==> config.mk <==
export PLATFORM = sky130hd
export DESIGN_NAME = sclk_timing_gen
export DESIGN_NICKNAME = d
export VERILOG_FILES = /design/src/rtl/sclk_tgen_pkg.sv /design/src/rtl/sclk_tgen_regs.sv /design/src/rtl/sclk_tgen_presc.sv /design/src/rtl/sclk_tgen_phase.sv /design/src/rtl/sclk_timing_gen.sv
export SDC_FILE = /design/constraint.sdc
export NUM_CORES = 1
export LEC_CHECK = 0
export BUFFER_PORTS_ARGS = -buffer_cell sky130_fd_sc_hd__buf_2
export CORE_MARGIN = 1
export CORE_UTILIZATION = 59
export DETAILED_ROUTE_END_ITERATION = 10
export PLACE_DENSITY = 0.86
export SLEW_MARGIN = 10
export SYNTH_ARGS = -nofsm -noshare
export SYNTH_HDL_FRONTEND = slang
export SYNTH_HIERARCHICAL = 1
export SYNTH_SLANG_ARGS = --single-unit
==> constraint.sdc <==
create_clock -name clk -period 3.4 [get_ports clk]
set_clock_uncertainty 0.1 [all_clocks]
set_input_delay 0.17 -clock clk [delete_from_list [all_inputs] [get_ports clk]]
set_output_delay 0.17 -clock clk [all_outputs]
set_load 0.02 [all_outputs]
==> src/rtl/sclk_tgen_pkg.sv <==
package sclk_tgen_pkg;
  localparam int FLD_W   = 6;
  localparam int CNT_W   = FLD_W + 2;
  localparam int WORD_W  = 32;
  localparam int ADDR_W  = 2;
  localparam int NBANK   = 2;

  localparam int LO_LSB  = 0;
  localparam int HI_LSB  = 8;
  localparam int SH_LSB  = 16;
  localparam int DV_LSB  = 24;

  localparam int C_HS_BIT   = 3;
  localparam int C_EN_BIT   = 4;
  localparam int C_SRST_BIT = 5;

  localparam int A_CTRL  = 0;
  localparam int A_BANK0 = 1;

  typedef struct packed {
    logic [FLD_W-1:0] datavd;
    logic [FLD_W-1:0] sethold;
    logic [FLD_W-1:0] clkhi;
    logic [FLD_W-1:0] clklo;
  } tgen_timing_t;

  function automatic tgen_timing_t unpack_timing(logic [WORD_W-1:0] w);
    tgen_timing_t r;
    r.datavd  = w[DV_LSB +: FLD_W];
    r.sethold = w[SH_LSB +: FLD_W];
    r.clkhi   = w[HI_LSB +: FLD_W];
    r.clklo   = w[LO_LSB +: FLD_W];
    return r;
  endfunction

  // high phase carries the fixed overhead and half the filter delay
  function automatic logic [CNT_W-1:0] high_ticks(logic [FLD_W-1:0] hi, int filt);
    return CNT_W'(hi) + CNT_W'(2 + filt / 2);
  endfunction

  function automatic logic [CNT_W-1:0] low_ticks(logic [FLD_W-1:0] lo);
    return CNT_W'(lo) + CNT_W'(1);
  endfunction
endpackage

==> src/rtl/sclk_tgen_regs.sv <==
module sclk_tgen_regs
  import sclk_tgen_pkg::*;
#(
  parameter int PRE_W = 3
) (
  input  logic                clk,
  input  logic                rst_n,
  input  logic                cfg_we,
  input  logic [ADDR_W-1:0]   cfg_addr,
  input  logic [WORD_W-1:0]   cfg_wdata,
  output logic [PRE_W-1:0]    pre,
  output logic                hs_sel,
  output logic                run,
  output logic                srst,
  output tgen_timing_t        bank [NBANK]
);
  logic ctrl_hit;
  assign ctrl_hit = cfg_we && (cfg_addr == ADDR_W'(A_CTRL));

  always_ff @(posedge clk or negedge rst_n) begin
    if (!rst_n) begin
      pre    <= '0;
      hs_sel <= 1'b0;
      run    <= 1'b0;
      srst   <= 1'b0;
    end else begin
      srst <= ctrl_hit && cfg_wdata[C_SRST_BIT];
      if (ctrl_hit) begin
        pre    <= cfg_wdata[PRE_W-1:0];
        hs_sel <= cfg_wdata[C_HS_BIT];
        run    <= cfg_wdata[C_EN_BIT];
      end
    end
  end

  for (genvar b = 0; b < NBANK; b++) begin : g_bank
    always_ff @(posedge clk or negedge rst_n) begin
      if (!rst_n) bank[b] <= '0;
      else if (cfg_we && cfg_addr == ADDR_W'(A_BANK0 + b))
        bank[b] <= unpack_timing(cfg_wdata);
    end
  end
endmodule

==> src/rtl/sclk_tgen_presc.sv <==
module sclk_tgen_presc #(
  parameter int PRE_W = 3
) (
  input  logic             clk,
  input  logic             rst_n,
  input  logic             run,
  input  logic             srst,
  input  logic [PRE_W-1:0] pre,
  output logic             tick
);
  localparam int DIV_W = (1 << PRE_W) - 1;

  function automatic logic [DIV_W-1:0] div_limit(logic [PRE_W-1:0] p);
    return DIV_W'((64'd1 << p) - 64'd1);
  endfunction

  logic [DIV_W-1:0] div_q;

  assign tick = run && !srst && (div_q >= div_limit(pre));

  always_ff @(posedge clk or negedge rst_n) begin
    if (!rst_n) div_q <= '0;
    else if (!run || srst || tick) div_q <= '0;
    else div_q <= div_q + DIV_W'(1);
  end


  tick_spacing_chk: assert property (@(posedge clk) disable iff (!rst_n)
    (tick && pre != '0) |=> (!tick || pre == '0));
endmodule

==> src/rtl/sclk_tgen_phase.sv <==
module sclk_tgen_phase
  import sclk_tgen_pkg::*;
#(
  parameter int FILT = 2
) (
  input  logic         clk,
  input  logic         rst_n,
  input  logic         run,
  input  logic         srst,
  input  logic         tick,
  input  logic         scl_in,
  input  tgen_timing_t tim,
  output logic         scl_o,
  output logic         rise_stb,
  output logic         fall_stb,
  output logic         sethold_stb,
  output logic         sda_stb
);
  logic             hi_q;
  logic [CNT_W-1:0] cnt_q;
  logic             stall, adv, hi_last, lo_last;

  assign stall   = hi_q && !scl_in;
  assign adv     = run && !srst && tick && !stall;
  assign hi_last = hi_q && (cnt_q >= high_ticks(tim.clkhi, FILT) - CNT_W'(1));
  assign lo_last = !hi_q && (cnt_q >= low_ticks(tim.clklo) - CNT_W'(1));

  assign fall_stb    = adv && hi_last;
  assign rise_stb    = adv && lo_last;
  assign sethold_stb = adv && hi_q && (cnt_q == CNT_W'(tim.sethold));
  assign sda_stb     = adv && !hi_q && (cnt_q == CNT_W'(tim.datavd));
  assign scl_o       = hi_q;

  always_ff @(posedge clk or negedge rst_n) begin
    if (!rst_n) begin
      hi_q  <= 1'b1;
      cnt_q <= '0;
    end else if (!run || srst) begin
      hi_q  <= 1'b1;
      cnt_q <= '0;
    end else if (adv) begin
      if (fall_stb || rise_stb) begin
        hi_q  <= !hi_q;
        cnt_q <= '0;
      end else begin
        cnt_q <= cnt_q + CNT_W'(1);
      end
    end
  end


  fall_then_low_chk: assert property (@(posedge clk) disable iff (!rst_n)
    fall_stb |=> !scl_o);

  rise_then_high_chk: assert property (@(posedge clk) disable iff (!rst_n)
    rise_stb |=> scl_o);

  stretch_hold_chk: assert property (@(posedge clk) disable iff (!rst_n)
    (run && !srst && scl_o && !scl_in) |=> scl_o);

  sda_in_low_chk: assert property (@(posedge clk) disable iff (!rst_n)
    sda_stb |-> !scl_o);

  sethold_in_high_chk: assert property (@(posedge clk) disable iff (!rst_n)
    sethold_stb |-> scl_o);
endmodule

==> src/rtl/sclk_timing_gen.sv <==
module sclk_timing_gen
  import sclk_tgen_pkg::*;
#(
  parameter int PRE_W = 3,
  parameter int FILT  = 2
) (
  input  logic        clk,
  input  logic        rst_n,
  input  logic        cfg_we,
  input  logic [1:0]  cfg_addr,
  input  logic [31:0] cfg_wdata,
  input  logic        scl_in,
  output logic        scl_o,
  output logic        scl_rise_stb,
  output logic        scl_fall_stb,
  output logic        sethold_stb,
  output logic        sda_chg_stb
);
  logic [PRE_W-1:0] pre;
  logic             hs_sel, run, srst, tick;
  tgen_timing_t     bank [NBANK];
  tgen_timing_t     tim_act;

  sclk_tgen_regs #(.PRE_W(PRE_W)) u_regs (
    .clk(clk), .rst_n(rst_n), .cfg_we(cfg_we), .cfg_addr(cfg_addr),
    .cfg_wdata(cfg_wdata), .pre(pre), .hs_sel(hs_sel), .run(run),
    .srst(srst), .bank(bank)
  );

  sclk_tgen_presc #(.PRE_W(PRE_W)) u_presc (
    .clk(clk), .rst_n(rst_n), .run(run), .srst(srst), .pre(pre), .tick(tick)
  );

  assign tim_act = bank[hs_sel];

  sclk_tgen_phase #(.FILT(FILT)) u_phase (
    .clk(clk), .rst_n(rst_n), .run(run), .srst(srst), .tick(tick),
    .scl_in(scl_in), .tim(tim_act), .scl_o(scl_o),
    .rise_stb(scl_rise_stb), .fall_stb(scl_fall_stb),
    .sethold_stb(sethold_stb), .sda_stb(sda_chg_stb)
  );


  idle_quiet_chk: assert property (@(posedge clk) disable iff (!rst_n)
    !run |-> !(scl_rise_stb || scl_fall_stb || sethold_stb || sda_chg_stb));

  srst_quiet_chk: assert property (@(posedge clk) disable iff (!rst_n)
    srst |-> !(scl_rise_stb || scl_fall_stb || sethold_stb || sda_chg_stb));
endmodule

==> out/summary.md, run 1 <==
Internal power summed over all cells: 1.73 mW. For the worst-skew pair, the clock arrives at the later sink with an insertion delay of 0.35 ns. The number of cells traversed by the worst register-to-register path is 12. The number of synthesized register bits works out to 70. The number of nets with antenna violations after routing was 0; the number of design rule violations left after detail routing was 0. The biggest area contributor in the post-synthesis netlist is sky130_fd_sc_hd__dfrtp_1.

Worst hold path endpoint: u_regs/srst. The net count of the finished layout is 434. Port buffering added 34 buffers. The number of enable flip-flop cells after synthesis works out to 0. The tools report the type of element capturing the critical path as an output pin.

The logs give 473 for the final non-filler cell total and 2.33 nW for the leakage power. The count of distinct cell types in the synthesized netlist is 42, and the half-perimeter wire length after detailed placement is 5.49 mm. The worst path in the final design needs a cycle of 3.22 ns, including I/O delays and setup.

43 I/O pins were placed. The relative contribution of the clock network to total power is 0.264, and the maximum number of buffers from clock root to sink is 2. The run finished with clean final reports. The worst vdd rail ir drop was 0.000346 V. The run gives 0.00413 mm² as the area of the mapped netlist.

The final-report max-slew violation count is 0, and the share of total power consumed by net switching is 0.282. The actual transition at the worst max-transition pin is 1.04 ns, and the routed length per placed instance is 17.2 µm. Traced cell by cell, the critical path runs through or3_1, ha_1, nand2b_1, a211oi_1, o31ai_2, nor2b_1, nand4_1, a21oi_2, buf_2. The library cells used most frequently in the layout, excluding fill and tap cells, are sky130_fd_sc_hd__dfrtp_1 (69), sky130_fd_sc_hd__mux2_4 (60), sky130_fd_sc_hd__buf_2 (34).

Power per cell area: 507 mW/mm². Setup repair after global routing left no endpoint under its margin. The number of antenna violations at the first check in global routing was 0.

After technology mapping, the gate count stands at 312. In this run the vertical extent of the chip is 85.7 µm. The worst slew margin relative to its limit was 0.304; the post-route fraction of the period consumed by the critical path was 0.948. In this run the register-to-register setup slack is 0.35 ns. The tools report the wire length of the first global-routing pass as 13.7 mm. The run gives 0.431 as the routing usage on met2. The maximum clock frequency was 0.310 GHz. Number of antenna repair diodes: 0.

Delay of the slowest cell on the worst path: 0.44 ns. Share of Yosys cell area claimed by the top area cell type: 0.418. Clock tree synthesis found a total of 70 sinks. The routed layout has 2,583 vias. The effective utilization at floorplan is 0.608, and the met1 track utilization from global routing is 0.299. The number of placement rows is 30, and the mean number of vias per cell is 5.46. The run gives 0.701 as the end-of-flow core utilization. For the net count of the mapped netlist, the log shows 373.

The depth of the CTS H-tree is 3. For the power share of the combinational group, the log shows 0.299. Sorting the synthesized cells by area gives the leading types as sky130_fd_sc_hd__dfrtp_1 (42%), sky130_fd_sc_hd__mux2_4 (22%), sky130_fd_sc_hd__ha_1 (7.0%), sky130_fd_sc_hd__mux2_2 (4.6%), sky130_fd_sc_hd__xnor2_1 (3.8%). The fraction of layout instances using a drive strength above 1 came out at 0.374. The run gives 0 as the number of hold-slack violations in the final timing report.

In this run the power spent charging and discharging nets is 681 µW. For the summed area of non-filler cells in the final layout, the log shows 0.00476 mm². The worst register-to-register path ends at u_phase/cnt_q[7]. The worst endpoint data arrival time is 2.95 ns, and the length of the first detailed-routing pass in iterations is 4. The logs give 0.437 for the sequential group share of total power and 0.0472 for the global-route met3 utilization. The cell type of the slowest stage on the worst timing path is sky130_fd_sc_hd__dfrtp_1.

Via count of the first global-routing pass: 2,838. The predominant post-synthesis flop cell was sky130_fd_sc_hd__dfrtp_1. From left edge to right edge, the die measures 85.7 µm. The share of synthesized flip-flops with an asynchronous set or reset is 1.00. The number of endpoints failing setup at the final stage is 0, and the TritonCTS buffer count is 9. Startpoint of the lowest-slack hold path: cfg_addr[1]. TritonCTS built the clock tree.

After detailed placement, the design holds a cell count of 433. The total die area was 0.00734 mm²; the placed standard-cell area was 0.00432 mm². The total overflow left after global routing is 0. The area growth from synthesis to layout is 15.3%.

The sequential area share after synthesis was 0.424; the instance count along the most critical hold path was 3. The tools report the combined global-route utilization of all metal layers as 0.251. In this run the clock root is driven by a sky130_fd_sc_hd__clkbuf_8. Area of the core: 0.00679 mm². STA classifies the critical path startpoint as a register. The congestion estimate from routability-driven global placement came to 0.790. The worst setup path is of the reg2out kind. The tools report the max capacitance violation total as 0. In the final timing run, aggregate negative setup slack is 0 ns. For this block, the routed nets add up to 8.15 mm of wire.

After synthesis, the mean cell area works out to 13.2 µm². For the synthesis warning total, the log shows 6. Clock-pin slew was measured on the worst setup and hold paths at 0.07 ns. Number of DRC violations after detailed-routing iteration 0: 164. The peak fanout along the critical path was 7; the data required time at the worst endpoint was 3.13 ns. Leaving out fill and tap cells, the most frequent cell in the layout is sky130_fd_sc_hd__dfrtp_1. Entering global routing, the biggest net connects 48 pins. Across all hold checks on the routed design, the worst slack comes to 0.178 ns. After global routing, the most crowded layer is met2. In this run the critical register-to-register path is launched from u_regs/pre[1]. Worst min-delay path category: in2reg.
## repair_timing
action	in CTS	in global routing
setup endpoints to repair	0	1
endpoints found under the hold margin	97	0
hold buffers	25	0
setup buffers	0	0
gates resized for setup	0	1
## worst max-delay path: cells and delay by family (launching register included)
family	cells	cell delay, ns
flip-flops	1	0.44
AND/OR/NAND/NOR	4	1.02
adder cells (fa/ha/maj)	1	0.27
AO/OA/AOI/OAI	3	0.64
buffers and inverters	1	0.23
## Yosys cell counts (4+ instances only)
cell type and instances:
sky130_fd_sc_hd__dfrtp_1 69, sky130_fd_sc_hd__mux2_4 60, sky130_fd_sc_hd__ha_1 23, sky130_fd_sc_hd__xnor2_1 18, sky130_fd_sc_hd__mux2_2 17, sky130_fd_sc_hd__inv_1 14, sky130_fd_sc_hd__nor2_1 14, sky130_fd_sc_hd__nand3_1 10
sky130_fd_sc_hd__nor3_1 9, sky130_fd_sc_hd__nand4_1 8, sky130_fd_sc_hd__xor2_1 8, sky130_fd_sc_hd__a21oi_1 5, sky130_fd_sc_hd__nand2_1 5, sky130_fd_sc_hd__clkbuf_1 4, sky130_fd_sc_hd__nand2b_1 4, sky130_fd_sc_hd__nor2b_1 4
## worst max path at each step
stage / from / endpoint / slack, ns / cells after the start
2_1_floorplan: u_regs/pre[1] / u_phase/cnt_q[0] / 0.36 / 10
3_3_place_gp: u_regs/pre[1] / u_phase/cnt_q[0] / 0.51 / 10
3_5_place_dp: u_regs/pre[1] / u_phase/cnt_q[0] / 0.44 / 10
4_1_cts: u_regs/pre[1] / scl_fall_stb / 0.09 / 9
5_1_grt: u_regs/pre[1] / scl_fall_stb / 0.04 / 9
6_report: u_regs/pre[1] / scl_fall_stb / 0.18 / 9
## logic make-up after synthesis
group,count (synthesis),share of synthesized area
adders and majority gates,23,0.0697
muxes,77,0.264
AOI/OAI and AO/OA,24,0.0460
xor gates and xnor gates,26,0.0551
and+or+nand+nor,65,0.0966
DFF,70,0.424
buffers and inverters,27,0.0436
## sequential cells by signal, summed over array words and instances, names as in the netlist
register and count:
u_phase/scl_o 1, u_phase/cnt_q 8, u_regs/pre 3, u_regs/srst 1
u_regs/bank 48, u_presc/div_q 7, u_regs/run 1, u_regs/hs_sel 1
## per-stage QoR
step | power [mW] | setup slack [ns]
global placement | 1.72 | 0.510
CTS | 2.42 | 0.0923
detailed placement | 1.76 | 0.436
floorplan | 1.62 | 0.359
finish | 2.42 | 0.178
global route | 2.54 | 0.0365
## cell type report
type / instances / area (µm²)
Sequential cell: 70 / 1750
Fill cell: 454 / 2030
Inverter: 14 / 52.6
Multi-Input combinational cell: 215 / 2200
Timing Repair Buffer: 63 / 450
Tap cell: 96 / 120
Clock buffer: 15 / 186
## power by group through the flow
| stage | logic (mW) | clock network (mW) | registers [mW] |
|---|---|---|---|
| after floorplan | 0.585 | 0 | 1.04 |
| after CTS | 0.720 | 0.650 | 1.06 |
| after global placement | 0.658 | 0 | 1.06 |
| final | 0.722 | 0.637 | 1.06 |
| after detailed placement | 0.694 | 0 | 1.07 |
| after global routing | 0.785 | 0.682 | 1.07 |
## metal layers
metal  wire length (µm)  part of all wire
met1               3430              0.42
met2               4210              0.52
met3                262             0.032
met4                248             0.030
met5                  0                 0
(Power assumes the default switching activity.)
==> run 2: changes to the inputs <==
Settings changed: MAX_ROUTING_LAYER set to met4.
==> run 2 against run 1 <==
  * Count of clock-buffer cells in the layout unchanged
  * Die area stayed put
  * Global-route usage increased by 0.77 points
  * Core utilization unchanged
  * Via count increased by 0.50%
  * Sequential power barely moved
  * Sequential share of layout area did not move
  * Critical path depth did not move
  * Power down 0.17%
  * Non-clock buffer count is the same
  * Register-to-register slack is essentially flat
  * Final cell count did not move
  * Critical path type unchanged
  * Largest power group unchanged
==> out/summary.md, run 2 (synthesis gave the netlist of run 1 again) <==
The total die area was 0.00734 mm² (unchanged); the number of antenna violations at the first check in global routing was 0 (unchanged). The cell type of the slowest stage on the worst timing path was sky130_fd_sc_hd__dfrtp_1. The via count of the routed design was 2,596 (+0.50%). The flow ran to the end, and the final reports show no timing, DRC or antenna violations.

The run gives 0 (unchanged) as the number of hold-slack violations in the final timing report. The sum of negative setup slack was 0 ns (unchanged); the worst vdd rail ir drop was 0.000347 V (+0.42%). The tools report the maximum number of buffers from clock root to sink as 2 (unchanged). The worst endpoint data arrival time is 2.96 ns (about the same), and the number of endpoints failing setup at the final stage is 0 (unchanged).

Half-perimeter wire length after detailed placement: 5.49 mm (unchanged). The tools report the number of DRC violations after detailed-routing iteration 0 as 138 (-16%). The delay of the slowest cell on the worst path is 0.44 ns (about the same). The final non-filler cell total was 473 (unchanged); the die extent in y was 85.7 µm (unchanged). The actual transition at the worst max-transition pin came out at 1.05 ns (+0.00188 ns). Type of the worst setup path: reg2out. The logs give 30 (unchanged) for the number of placement rows and 0.302 (-0.00125) for the worst slew margin relative to its limit.

The peak fanout along the critical path was 7 (unchanged). The run gives 0.00679 mm² (unchanged) as the area of the core. The total overflow reported by the global router is 0 (unchanged), and the routed length per placed instance is 17.1 µm (-0.75%). The clock-pin slew of the registers on the worst-case setup and hold paths works out to 0.07 ns (about the same).

The logs give 0.00432 mm² (unchanged) for the placed standard-cell area and 434 (unchanged) for the number of nets in the layout. The number of buffer cells added on primary ports came out at 34 (unchanged). Number of nets with antenna violations after routing: 0 (unchanged).

The data required time at the worst endpoint came out at 3.13 ns (about the same). The tools report the combined global-route utilization of all metal layers as 0.258 (+0.00772). Leaving out fill and tap cells, the most frequent cell in the layout is sky130_fd_sc_hd__dfrtp_1.

The power per cell area works out to 506 mW/mm² (-0.17%). The shortest period the worst path allows is 3.23 ns (+0.00954 ns). The mean number of vias per cell came out at 5.49 (+0.50%). The largest registers in the layout are u_regs/bank (48), u_phase/cnt_q (8), u_presc/div_q (7).

The tools report the summed area of non-filler cells in the final layout as 0.00476 mm² (unchanged). The maximum number of pins on one net before global-route repair is 48 (unchanged). The logs give 13.7 mm (about the same) for the wire length of the first global-routing pass and 8.09 mm (-0.75%) for the post-detailed-routing wire length.

The fraction of layout instances using a drive strength above 1 came out at 0.374 (unchanged). The final-report max-slew violation count was 0 (unchanged); the max capacitance violation total was 0 (unchanged). The buffer cell driving the clock tree root was sky130_fd_sc_hd__clkbuf_8. The worst setup path is launched from a register.

The tools report the TritonCTS buffer count as 9 (unchanged). The logs give 0 (unchanged) for the number of antenna repair diodes and 0 (unchanged) for the number of design rule violations left after detail routing. The effective utilization at floorplan came out at 0.608 (unchanged). The worst min-delay path category was in2reg.

The post-route fraction of the period consumed by the critical path came out at 0.950 (+0.00281). Counting flops per register, the top entry is u_regs/bank. The cell count after placement was 433 (unchanged); the final estimated routing congestion in global placement was 0.801 (+1.4%).

The top-level port count was 43 (unchanged); the number of flip-flops under the largest register name was 48 (unchanged). The run gives 3 (unchanged) as the depth of the CTS H-tree. The tools report the length of the first detailed-routing pass in iterations as 4 (unchanged). TritonCTS built the clock tree. The area growth from synthesis to final layout works out to 15.3% (unchanged). STA classifies the critical path endpoint as an output pin. The width of the die works out to 85.7 µm (unchanged).

Leaving out fill and tap cells, the most frequent cells in the layout are sky130_fd_sc_hd__dfrtp_1 (69), sky130_fd_sc_hd__mux2_4 (60), sky130_fd_sc_hd__buf_2 (34). The leakage power is 2.33 nW (unchanged). Setup repair after global routing left no endpoint under its margin.

The run gives 70 (unchanged) as the sink count of the clock tree. The via count of the first global-routing pass came out at 2,847 (+0.32%). The worst-skew pair later-pin latency came out at 0.35 ns (about the same). The maximum clock frequency is 0.309 GHz (-0.30%).

Walking the worst path, the cells encountered are or3_1, ha_1, nand2b_1, a211oi_1, o31ai_2, nor2b_1, nand4_1, a21oi_2, buf_2.
-- run 2: layout make-up --
type / count / area (µm²)
Sequential cell: 70 / 1750
Fill cell: 454 / 2030
Timing Repair Buffer: 63 / 450
Clock buffer: 15 / 186
Inverter: 14 / 52.6
Tap cell: 96 / 120
Multi-Input combinational cell: 215 / 2200
-- run 2: report_power, final --
group	switching [mW]	internal, mW
sequential	0.0927	0.963
combinational	0.291	0.429
clock	0.293	0.342
-- run 2: critical path: cells and delay by family, from the launching register on --
kind | cells | cell delay [ns]
adders and majority gates | 1 | 0.27
and+or+nand+nor | 4 | 1.04
DFF | 1 | 0.44
buffers and inverters | 1 | 0.23
AOI/OAI and AO/OA | 3 | 0.63
-- run 2: what timing repair did --
item                       4_1_cts  5_1_grt
resized for setup                0        1
setup endpoints to repair        0        1
hold endpoints to repair        97        0
buffers inserted                 0        0
hold buffers                    25        0
-- run 2: per-stage QoR --
stage,setup slack [ns],hold WS [ns],utilization,power (mW)
3_5_place_dp,0.436,0.314,0.636,1.76
5_1_grt,0.0365,0.188,0.701,2.54
6_report,0.169,0.180,0.701,2.41
4_1_cts,0.0923,0.168,0.701,2.42
2_1_floorplan,0.359,-0.226,-,1.62
3_3_place_gp,0.510,0.301,0.636,1.72
-- run 2: worst paths after layout --
check / startpoint / end / slack, ns / cells after the start
worst min-delay path: cfg_addr[1] / u_regs/srst / 0.18 / 3
worst max register to register: u_regs/pre[1] / u_phase/cnt_q[7] / 0.35 / 12
worst max-delay path: u_regs/pre[1] / scl_fall_stb / 0.17 / 9
max in group asynchronous: rst_n / u_regs/bank[41] / 1.86 / 3
min in group asynchronous: rst_n / u_regs/bank[1] / 0.44 / 2
worst min register to register: u_regs/bank[25] / u_regs/bank[25] / 0.41 / 1
-- run 2: layer usage --
| layer | global-route usage | wire [µm] | part of all wire |
|---|---|---|---|
| met5 | - | 0 | 0 |
| met4 | 0.135 | 280 | 0.035 |
| met3 | 0.0472 | 259 | 0.032 |
| met2 | 0.431 | 4130 | 0.51 |
| met1 | 0.299 | 3420 | 0.42 |
==> run 3: changes to the inputs <==
Settings changed: SYNTH_HIERARCHICAL 1 to unset.
==> run 3 against run 2 <==
  * Routed wire length increased by 45%
  * Die area decreased by 0.21%
  * Synthesized cell count increased by 17%
  * Critical path type unchanged
  * Register-to-register slack got worse by 0.64 ns
  * Setup slack got worse by 0.67 ns
  * The run now ends with negative setup slack left
==> out/summary.md, run 3 <==
Compared with the post-synthesis result, the final layout area differs by 27.5%. Maximum number of buffers from clock root to sink: 2 (unchanged). The count of mapped cells out of synthesis came out at 365 (+17%). The net count of the mapped netlist came out at 434 (+16%). Actual transition at the worst max-transition pin: 1.11 ns (+0.0616 ns). The buffer cell driving the clock tree root was sky130_fd_sc_hd__clkbuf_8. The via count of the first global-routing pass was 3,328 (+17%); the share of synthesized flip-flops with an asynchronous set or reset was 1.00 (unchanged).

The final estimated routing congestion in global placement is 0.791 (-1.1%). Sorting the synthesized cells by area gives the leading types as sky130_fd_sc_hd__dfrtp_1 (42%), sky130_fd_sc_hd__mux2_2 (15%), sky130_fd_sc_hd__ha_1 (9.4%), sky130_fd_sc_hd__mux2i_1 (4.4%), sky130_fd_sc_hd__xnor2_1 (3.8%). The number of enable flip-flop cells after synthesis was 0 (unchanged); the number of DRC violations after detailed-routing iteration 0 was 358 (+160%).

The max capacitance violation total came out at 0 (unchanged). The final worst setup slack was -0.499 ns (-0.667 ns). The logs give 0 (unchanged) for the number of antenna violations at the first check in global routing and 0.256 GHz (-17%) for the maximum clock frequency. Setup repair after global routing could not meet its margin everywhere. The worst setup path is captured at an output pin. The worst setup path is launched from a register. The checks that failed: negative setup slack. The storage element area is 0.00175 mm² (unchanged), and the top-level port count is 43 (unchanged). The wire length of the first global-routing pass came out at 16.0 mm (+16%). The commonest cells after synthesis are sky130_fd_sc_hd__dfrtp_1 (69), sky130_fd_sc_hd__mux2_2 (55), sky130_fd_sc_hd__ha_1 (31), sky130_fd_sc_hd__nor2_1 (20).

The tools report the post-detailed-routing wire length as 11.7 mm (+45%). The number of flip-flops under the largest register name was 48 (unchanged). For the number of placement rows, the log shows 30 (unchanged). The peak fanout along the critical path was 8 (+1); the leakage power was 2.36 nW (+1.5%).

The tools report the number of antenna repair diodes as 0 (unchanged). The post-placement worst setup slack came out at -0.0426 ns (-0.478 ns). The run gives 11 (+11) as the number of endpoints failing setup at the final stage. The tools report the total overflow reported by the global router as 0 (unchanged). For this run, the leading register cell type out of synthesis is sky130_fd_sc_hd__dfrtp_1. The clock-pin slew of the registers on the worst-case setup and hold paths works out to 0.08 ns (about the same).

The final-report max-slew violation count was 0 (unchanged). Fraction of layout instances using a drive strength above 1: 0.377 (+0.00265). The flow ran to the end, but the final reports show violations. The length of the first detailed-routing pass in iterations was 4 (unchanged). The tools report the depth of the CTS H-tree as 3 (unchanged).

The number of hold-slack violations in the final timing report is 0 (unchanged), and the number of synthesized register bits is 70 (unchanged). For the end-of-flow core utilization, the log shows 0.778 (+0.0765). The synthesis warning total was 0 (-6). The logs give 354 (-22%) for the number of fill cells in the layout and 3,414 (+32%) for the via count of the routed design. The share of Yosys cell area claimed by the top area cell type works out to 0.419 (+0.000888). The worst vdd rail ir drop was 0.000496 V (+43%); the data required time at the worst endpoint was 3.13 ns (about the same).

The tools report the number of design rule violations left after detail routing as 0 (unchanged). Summed over all instances, the cell type with the most area after synthesis is sky130_fd_sc_hd__dfrtp_1. The width of the die was 85.6 µm (-0.11%); the die extent in y was 85.6 µm (-0.11%). TritonCTS built the clock tree. Leaving out fill and tap cells, the most frequent cell in the layout is sky130_fd_sc_hd__dfrtp_1.

The min-delay analysis places its worst path in the category in2reg. The run gives 6.22 mm (+13%) as the half-perimeter wire length after detailed placement. TritonCTS buffer count: 9 (unchanged).

Most flop-heavy register: u_regs.bank. The post-route fraction of the period consumed by the critical path is 1.15 (+0.196), and the power per cell area is 567 mW/mm² (+12%). The maximum number of pins on one net before global-route repair is 49 (+2.1%).

The instance count along the most critical hold path came out at 3 (unchanged). The number of buffer cells added on primary ports is 34 (unchanged), and the area of combinational cells with multiple inputs is 0.00250 mm² (+13%). In the layout the commonest cells are sky130_fd_sc_hd__dfrtp_1 (69), sky130_fd_sc_hd__mux2_2 (53), sky130_fd_sc_hd__buf_2 (32).

Mean number of vias per cell: 6.39 (+16%). The combined global-route utilization of all metal layers is 0.299 (+0.0402), and the number of nets in the layout is 518 (+19%). Type of the worst setup path: reg2out.

The count of distinct cell types in the synthesized netlist is 47 (+12%), and the effective utilization at floorplan is 0.610 (+0.00208). The shortest period the worst path allows came out at 3.90 ns (+0.667 ns). The tools report the number of nets with antenna violations after routing as 0 (unchanged). The mean instance size in the synthesized netlist came out at 11.3 µm² (-15%). In the final layout, the registers with the most flip-flops are u_regs.bank (48), u_phase.cnt_q (8), u_presc.div_q (7). The run gives 3.63 ns (+0.67 ns) as the worst endpoint data arrival time. By instance count, the leading cell after synthesis is sky130_fd_sc_hd__dfrtp_1. The number of cells traversed by the worst register-to-register path was 15 (+3); the area of the mapped netlist was 0.00412 mm² (-0.21%). The worst-skew pair later-pin latency was 0.36 ns (about the same).

The run gives 0.00676 mm² (-0.55%) as the area of the core. Total die area: 0.00732 mm² (-0.21%). For the worst slew margin relative to its limit, the log shows 0.261 (-0.0411).

The sequential area share after synthesis came out at 0.425 (+0.000902). For the sink count of the clock tree, the log shows 70 (unchanged). The routed length per placed instance works out to 21.9 µm (+28%).
run 3: cell families after synthesis:
family,Yosys count,share of synthesized area
AND/OR/NAND/NOR,92,0.121
multiplexers,75,0.203
flip-flops,70,0.425
AO/OA/AOI/OAI,42,0.0647
XOR/XNOR,32,0.0680
adder cells (fa/ha/maj),31,0.0941
buffers and inverters,23,0.0240
run 3: layout make-up:
type	instances	share of cell area
timing repair buffer	84	0.121
clock buffer	9	0.0236
sequential	70	0.334
inverter	12	0.00857
tap	80	0.0191
clock inverter	7	0.0188
multi-input combinational	272	0.475
run 3: worst max-delay path, stage by stage, from the launching register on:
cell and delay (ns):
sky130_fd_sc_hd__dfrtp_1 0.41, sky130_fd_sc_hd__buf_6 0.17, sky130_fd_sc_hd__mux2_2 0.38, sky130_fd_sc_hd__ha_4 0.18, sky130_fd_sc_hd__inv_2 0.06, sky130_fd_sc_hd__nand3_1 0.07, sky130_fd_sc_hd__o31a_1 0.23, sky130_fd_sc_hd__nor4b_4 0.42
sky130_fd_sc_hd__xnor2_1 0.13, sky130_fd_sc_hd__ha_1 0.32, sky130_fd_sc_hd__nand4_1 0.12, sky130_fd_sc_hd__a211o_1 0.28, sky130_fd_sc_hd__a311oi_2 0.29, sky130_fd_sc_hd__buf_4 0.19
run 3: path summary, 6_finish.rpt:
check / startpoint / to / slack [ns]
min in group asynchronous: rst_n / u_presc.div_q[5] / 0.46
max in group asynchronous: rst_n / u_regs.bank[37] / 1.94
max: u_regs.hs_sel / scl_rise_stb / -0.50
max reg2reg: u_regs.hs_sel / u_phase.cnt_q[3] / -0.29
min: cfg_addr[1] / u_regs.pre[2] / 0.21
min reg2reg: u_regs.bank[36] / u_regs.bank[36] / 0.41
run 3: report_power, final:
| part | leakage [nW] | total, mW | internal [mW] | switching (mW) |
|---|---|---|---|---|
| clock | 0.109 | 0.761 | 0.415 | 0.345 |
| combinational | 1.39 | 1.15 | 0.558 | 0.592 |
| sequential | 0.859 | 1.07 | 0.963 | 0.104 |
run 3: stage by stage:
stage / setup TNS (ns) / area [µm²] / power (mW) / hold slack, ns / instances
floorplan: -0.0690 / 4170 / 1.68 / -0.226 / 365
global placement: 0 / 4510 / 1.86 / 0.298 / 484
detailed placement: -0.0697 / 4510 / 1.92 / 0.305 / 484
CTS: -0.478 / 5090 / 2.77 / 0.148 / 528
global route: -4.00 / 5250 / 3.10 / 0.230 / 534
finish: -2.92 / 5250 / 2.98 / 0.213 / 534
run 3: routing by layer:
metal  share of wire  routed length [µm]  global-route usage  vias to the layer above
met5               0                   0                   -                        -
met4           0.048                 556               0.123                        0
met3           0.066                 766              0.0529                       57
met2            0.50                5830               0.504                      178
met1            0.39                4540               0.355                     1701
li1                -                   -                   -                     1478
run 3: timing repair:
| action | 4_1_cts | 5_1_grt |
|---|---|---|
| endpoints found under the setup margin | 9 | 11 |
| resized for setup | 22 | 23 |
| pin swaps | 18 | 17 |
| hold endpoints to repair | 97 | 0 |
| hold buffers | 25 | 0 |
| setup buffers | 3 | 6 |
